**src/rtl/rt1_pkg.sv**
```systemverilog
package rt1_pkg;
  localparam int BYTE_W = 8;

  typedef enum logic [2:0] {
    ST_IDLE,
    ST_REC,
    ST_CMD,
    ST_WDATA,
    ST_TURN,
    ST_TX
  } rsp_state_t;
endpackage

```
**src/rtl/rt1_pulse_rx.sv**
```systemverilog
module rt1_pulse_rx #(
  parameter int SAMPLE_CYC = 12,
  parameter int BRK_CYC    = 40,
  parameter int REC_CYC    = 20
) (
  input  logic clk,
  input  logic rst_n,
  input  logic line_in,
  output logic bit_vld,
  output logic bit_val,
  output logic brk,
  output logic rec_ok
);
  localparam int CW = $clog2(BRK_CYC + 1);
  localparam int HW = $clog2(REC_CYC + 1);
  localparam logic [CW-1:0] SMP_PT = CW'(SAMPLE_CYC);
  localparam logic [CW-1:0] BRK_PT = CW'(BRK_CYC - 1);
  localparam logic [HW-1:0] HI_MAX = HW'(REC_CYC);

  typedef enum logic [1:0] {RX_IDLE, RX_EARLY, RX_LOW, RX_HOLD} rx_t;

  rx_t           st;
  logic          line_q;
  logic [CW-1:0] cnt;
  logic [HW-1:0] hcnt;

  assign rec_ok = (hcnt == HI_MAX);

  always_ff @(posedge clk or negedge rst_n) begin
    if (!rst_n) begin
      st      <= RX_IDLE;
      line_q  <= 1'b1;
      cnt     <= '0;
      hcnt    <= '0;
      bit_vld <= 1'b0;
      bit_val <= 1'b0;
      brk     <= 1'b0;
    end else begin
      bit_vld <= 1'b0;
      brk     <= 1'b0;
      line_q  <= line_in;
      if (!line_in)          hcnt <= '0;
      else if (hcnt != HI_MAX) hcnt <= hcnt + 1'b1;
      case (st)
        RX_IDLE: begin
          if (line_q && !line_in) begin
            st  <= RX_EARLY;
            cnt <= CW'(1);
          end
        end
        RX_EARLY: begin
          cnt <= cnt + 1'b1;
          if (cnt == SMP_PT) begin
            if (line_in) begin
              bit_vld <= 1'b1;
              bit_val <= 1'b1;
              st      <= RX_IDLE;
            end else begin
              st <= RX_LOW;
            end
          end
        end
        RX_LOW: begin
          if (line_in) begin
            bit_vld <= 1'b1;
            bit_val <= 1'b0;
            st      <= RX_IDLE;
          end else begin
            cnt <= cnt + 1'b1;
            if (cnt == BRK_PT) begin
              brk <= 1'b1;
              st  <= RX_HOLD;
            end
          end
        end
        default: begin
          if (line_in) st <= RX_IDLE;
        end
      endcase
    end
  end
endmodule

```
**src/rtl/rt1_frame_tx.sv**
```systemverilog
module rt1_frame_tx #(
  parameter int TX_LOW_CYC  = 4,
  parameter int TX_DATA_CYC = 16,
  parameter int TX_BIT_CYC  = 24
) (
  input  logic                      clk,
  input  logic                      rst_n,
  input  logic                      start,
  input  logic                      abort,
  input  logic [rt1_pkg::BYTE_W-1:0] data,
  output logic                      drive_low,
  output logic                      done
);
  localparam int FW = $clog2(TX_BIT_CYC + 1);
  localparam int BW = $clog2(rt1_pkg::BYTE_W);
  localparam logic [FW-1:0] LOW_END  = FW'(TX_LOW_CYC);
  localparam logic [FW-1:0] DATA_END = FW'(TX_DATA_CYC);
  localparam logic [FW-1:0] FR_LAST  = FW'(TX_BIT_CYC - 1);
  localparam logic [BW-1:0] BIT_LAST = BW'(rt1_pkg::BYTE_W - 1);

  logic                       busy;
  logic [rt1_pkg::BYTE_W-1:0] sh;
  logic [BW-1:0]              bitn;
  logic [FW-1:0]              fc;

  assign done      = busy && (fc == FR_LAST) && (bitn == BIT_LAST);
  assign drive_low = busy && ((fc < LOW_END) || ((fc < DATA_END) && !sh[0]));

  always_ff @(posedge clk or negedge rst_n) begin
    if (!rst_n) begin
      busy <= 1'b0;
      sh   <= '0;
      bitn <= '0;
      fc   <= '0;
    end else if (abort) begin
      busy <= 1'b0;
    end else if (start) begin
      busy <= 1'b1;
      sh   <= data;
      bitn <= '0;
      fc   <= '0;
    end else if (busy) begin
      if (fc == FR_LAST) begin
        fc <= '0;
        sh <= sh >> 1;
        if (bitn == BIT_LAST) busy <= 1'b0;
        else                  bitn <= bitn + 1'b1;
      end else begin
        fc <= fc + 1'b1;
      end
    end
  end
endmodule

```
**src/rtl/rt1_responder.sv**
```systemverilog
module rt1_responder #(
  parameter int ADDR_W      = 7,
  parameter int SAMPLE_CYC  = 12,
  parameter int BRK_CYC     = 40,
  parameter int REC_CYC     = 20,
  parameter int TURN_CYC    = 30,
  parameter int TX_LOW_CYC  = 4,
  parameter int TX_DATA_CYC = 16,
  parameter int TX_BIT_CYC  = 24
) (
  input  logic                       clk,
  input  logic                       rst_n,
  input  logic                       line_in,
  output logic                       drive_low,
  output logic [ADDR_W-1:0]          rf_addr,
  output logic                       rf_we,
  output logic [rt1_pkg::BYTE_W-1:0] rf_wdata,
  input  logic [rt1_pkg::BYTE_W-1:0] rf_rdata
);
  import rt1_pkg::*;

  localparam int TW = $clog2(TURN_CYC + 1);
  localparam logic [TW-1:0] TURN_LAST = TW'(TURN_CYC - 1);
  localparam int BW = $clog2(BYTE_W);
  localparam logic [BW-1:0] BIT_LAST = BW'(BYTE_W - 1);

  rsp_state_t        state;
  logic [BYTE_W-1:0] shreg;
  logic [BYTE_W-1:0] nxt_byte;
  logic [BW-1:0]     bcnt;
  logic [TW-1:0]     tcnt;
  logic              bit_vld, bit_val, brk, rec_ok;
  logic              tx_start, tx_done;

  rt1_pulse_rx #(
    .SAMPLE_CYC(SAMPLE_CYC), .BRK_CYC(BRK_CYC), .REC_CYC(REC_CYC)
  ) u_rx (
    .clk(clk), .rst_n(rst_n), .line_in(line_in),
    .bit_vld(bit_vld), .bit_val(bit_val), .brk(brk), .rec_ok(rec_ok)
  );

  rt1_frame_tx #(
    .TX_LOW_CYC(TX_LOW_CYC), .TX_DATA_CYC(TX_DATA_CYC), .TX_BIT_CYC(TX_BIT_CYC)
  ) u_tx (
    .clk(clk), .rst_n(rst_n), .start(tx_start), .abort(brk),
    .data(rf_rdata), .drive_low(drive_low), .done(tx_done)
  );

  assign nxt_byte = {bit_val, shreg[BYTE_W-1:1]};
  assign rf_wdata = nxt_byte;
  assign rf_we    = (state == ST_WDATA) && bit_vld && (bcnt == BIT_LAST);
  assign tx_start = (state == ST_TURN) && (tcnt == TURN_LAST) && !brk;

  always_ff @(posedge clk or negedge rst_n) begin
    if (!rst_n) begin
      state   <= ST_IDLE;
      shreg   <= '0;
      bcnt    <= '0;
      tcnt    <= '0;
      rf_addr <= '0;
    end else if (brk) begin
      state <= ST_REC;
      bcnt  <= '0;
    end else begin
      case (state)
        ST_REC: begin
          bcnt <= '0;
          if (rec_ok) state <= ST_CMD;
        end
        ST_CMD: begin
          if (bit_vld) begin
            shreg <= nxt_byte;
            bcnt  <= bcnt + 1'b1;
            if (bcnt == BIT_LAST) begin
              rf_addr <= nxt_byte[ADDR_W-1:0];
              tcnt    <= '0;
              state   <= nxt_byte[BYTE_W-1] ? ST_WDATA : ST_TURN;
            end
          end
        end
        ST_WDATA: begin
          if (bit_vld) begin
            shreg <= nxt_byte;
            bcnt  <= bcnt + 1'b1;
            if (bcnt == BIT_LAST) state <= ST_CMD;
          end
        end
        ST_TURN: begin
          tcnt <= tcnt + 1'b1;
          if (tcnt == TURN_LAST) state <= ST_TX;
        end
        ST_TX: begin
          if (tx_done) begin
            state <= ST_CMD;
            bcnt  <= '0;
          end
        end
        default: ;
      endcase
    end
  end
endmodule

```
**config.mk**
```make
export PLATFORM = sky130hd
export DESIGN_NAME = rt1_responder
export DESIGN_NICKNAME = d
export VERILOG_FILES = /design/src/rtl/rt1_pkg.sv /design/src/rtl/rt1_pulse_rx.sv /design/src/rtl/rt1_frame_tx.sv /design/src/rtl/rt1_responder.sv
export SDC_FILE = /design/constraint.sdc
export NUM_CORES = 1
export LEC_CHECK = 0
export BUFFER_PORTS_ARGS = -buffer_cell sky130_fd_sc_hd__buf_4
export CAP_MARGIN = 5
export CELL_PAD_IN_SITES_DETAIL_PLACEMENT = 0
export CELL_PAD_IN_SITES_GLOBAL_PLACEMENT = 1
export CORE_ASPECT_RATIO = 0.7
export CORE_UTILIZATION = 42
export CTS_BUF_LIST = sky130_fd_sc_hd__clkbuf_16
export CTS_CLUSTER_DIAMETER = 200
export DETAILED_ROUTE_END_ITERATION = 10
export PLACE_DENSITY = 0.76
export RECOVER_POWER = 25
export SYNTH_ARGS = -nofsm -noshare
export SYNTH_HDL_FRONTEND = slang
export SYNTH_SLANG_ARGS = --single-unit
```
**constraint.sdc**
```tcl
create_clock -name clk -period 2 [get_ports clk]
set_clock_uncertainty 0.05 [all_clocks]
set_input_delay 0.1 -clock clk [delete_from_list [all_inputs] [get_ports clk]]
set_output_delay 0.1 -clock clk [all_outputs]
set_load 0.1 [all_outputs]
```
==> qor.yml <==
status: "complete, no violations"
ys_top_cells_by_area: "dfrtp_1, ha_1, mux2_2"
drtPass1Iterations: 4
postPlaceCellArea_um2: 3290
max-vdd-ir-drop_mv: 0.706
drc: 0
area_growth_pct: 20.3
synth_top_area_share_pct: 47.7
final_antenna_net_count: 0
timing.fmax_mhz: 521
syn-cell-area_um2: 3040
ys_seq_area_share_pct: 48.6
cts.sinks: 59
yosys.area.top_type: "dfrtp_1"
nets: 339
final_cell_mix: "dfrtp_1, buf_4, a21oi_1"
clockBufferDepth: 2
hp-class: "in -> reg"
hold-path-endpoint: "u_tx.sh[4]$_DFFE_PN0P_"
finalInstanceArea_um2: 3660
setup_viol: 0
post_cts_buffers: 0
first_iter_violations: 184
maxCapViolCount: 0
avgSynthCellArea_um2: 10.8
io_buffers: 27
crit_path_max_incr_delay_ps: 530
io_pins: 28
worstMarginPinSlew_ps: 1430
grt_pass1_vias: 2038
chipWidth_um: 104
critPathKind: "reg -> reg"
synthArstFlopShare_pct: 100
clockRootBuffer: "clkbuf_16"
path_cells: "inv_1, ha_1, inv_1, or4_1, o221ai_1"
crit_buf_inv: 2
dieArea_um2: 7590
hold_viol: 0
cp_slowest_cell: "or4_1"
cp-start-kind: "register"
required_ps: 2190
insertion_delay_ps: 330
leakage_nw: 1.73
numCtsBuffers: 9
synth_cell_type_count: 61
post-route-period-util_pct: 95.9
p_per_area_nw_per_um2: 1010
grt_antenna_before_repair: 0
drive_above_1_share_pct: 22.3
ys_seq_elements: 59
die_h_um: 73.2
dpl.hpwl_mm: 3.77
rr_worst_depth: 5
syn_nets: 307
cpMostUsedCell: "inv_1"
grt_usage_pct: 16.8
worst_hold_path.num_cells: 3
r2r_slack_ps: 80
core_um2: 6880
fillers: 619
yosysWarningCount: 0
cp.arrival_ps: 2110
tritoncts: "built"
routed_wl_mm: 5.72
r2r_end: "u_rx.cnt[5]$_DFFE_PN0P_"
antenna_cells: 0
setup-tns-final_ps: 0
cp_max_fo: 8
viasPerCell: 5.24
grt_max_degree: 60
grt_pass1_wl_mm: 9.78
final_common_cell: "dfrtp_1"
finalCriticalPeriod_ps: 1920
wl_per_cell_um: 13.9
rsz0062_at_grt: "no"
end_kind: "register"
synthCells: 281
clkTransAtPathRegs_ps: 60
num_rows: 25
slew_headroom_pct: 4.61
vias: 2160
ys.flop_type: "dfrtp_1"
timing.final.max_slew_violations: 0
grt_overflow: 0
synth_edf_count: 0
crit_family: "simple AND/OR/NAND/NOR gates"
htree_num_levels: 3
hp-start: "rf_rdata[4]"
start_util_pct: 44.2
routabilityCongestion: 0.855
rr_startpoint: "u_rx.st[0]$_DFFE_PN0P_"
[worst reg2reg max path: stages (launching register included)]
cell and delay [ps]:
dfrtp_1 400, inv_1 80, ha_1 450, inv_1 130, or4_1 530, o221ai_1 190
[flip-flops by register name, summed over array words and instances (netlist names), 5 cells and up]
name / cells
shreg: 7
u_tx.sh: 8
u_tx.fc: 5
u_rx.cnt: 6
tcnt: 5
rf_addr: 7
u_rx.hcnt: 5
[final cells by class]
type,instances,area [um^2],share of cell area (%)
inverter,11,41.3,1.13
timing repair buffer,35,264,7.21
tap,94,118,3.21
clock inverter,7,115,3.14
clock buffer,9,225,6.15
sequential,59,1480,40.4
multi-input combinational,197,1420,38.8
[metal layers]
metal	track usage, %	vias up	share of wire (%)
li1	-	1075	-
met1	22.9	1038	52
met2	24.1	41	41
met3	6.70	6	5.8
met4	6.67	0	1.2
met5	0	-	0
[synth_stat cells (all sizes together) (5+ instances only)]
cell type	instances
o21ai	14
nand2b	7
nand3	10
mux2i	9
nor2b	5
nor3	5
mux2	16
nor2	19
buf	9
nand2	19
clkbuf	5
inv	11
a21oi	19
dfrtp	58
ha	15
[what timing repair did]
item	CTS	global route
hold endpoints to repair	60	0
hold buffers	3	0
endpoints found under the setup margin	0	3
gates resized for setup	0	2
[logic make-up after synthesis]
kind of cell    after synthesis  share of synthesized area [%]
compound gates               61                           13.2
xor+xnor                      4                           1.15
fa+ha+maj                    15                           6.17
buf+inv                      25                           4.89
flops                        59                           48.6
mux                          25                           8.88
simple gates                 92                           17.2
[power breakdown]
group,total (mW),internal (mW),switching [mW]
clock,1.77,1.21,0.553
sequential,1.34,1.26,0.0816
combinational,0.578,0.227,0.351
total,3.69,2.70,0.985
[per-stage QoR]
stage                     hold WS, ps  setup WS [ps]  total power, mW  std cells  utilization, %
final                            24.6           82.1             3.69        412            53.2
after global placement            167            191             1.92        393            47.9
after floorplan                  -246            183             1.78        281               -
after detailed placement          169           99.3             1.92        393            47.9
after CTS                        13.7           66.2             3.71        412            53.2
after global routing             36.1           5.57             3.85        412            53.2
[worst max-delay path by stage]
| stage | startpoint | endpoint | slack [ps] | cells past startpoint |
|---|---|---|---|---|
| CTS | bcnt[0]$_DFFE_PN0P_ | rf_we | 70 | 5 |
| finish | u_rx.st[0]$_DFFE_PN0P_ | u_rx.cnt[5]$_DFFE_PN0P_ | 80 | 5 |
| global route | bcnt[0]$_DFFE_PN0P_ | rf_we | 6 | 5 |
| detailed placement | u_rx.st[0]$_DFFE_PN0P_ | u_rx.cnt[4]$_DFFE_PN0P_ | 100 | 6 |
| floorplan | bcnt[0]$_DFFE_PN0P_ | rf_we | 180 | 5 |
| global placement | bcnt[0]$_DFFE_PN0P_ | tcnt[4]$_DFFE_PN0P_ | 190 | 6 |
(Power assumes the default switching activity.)
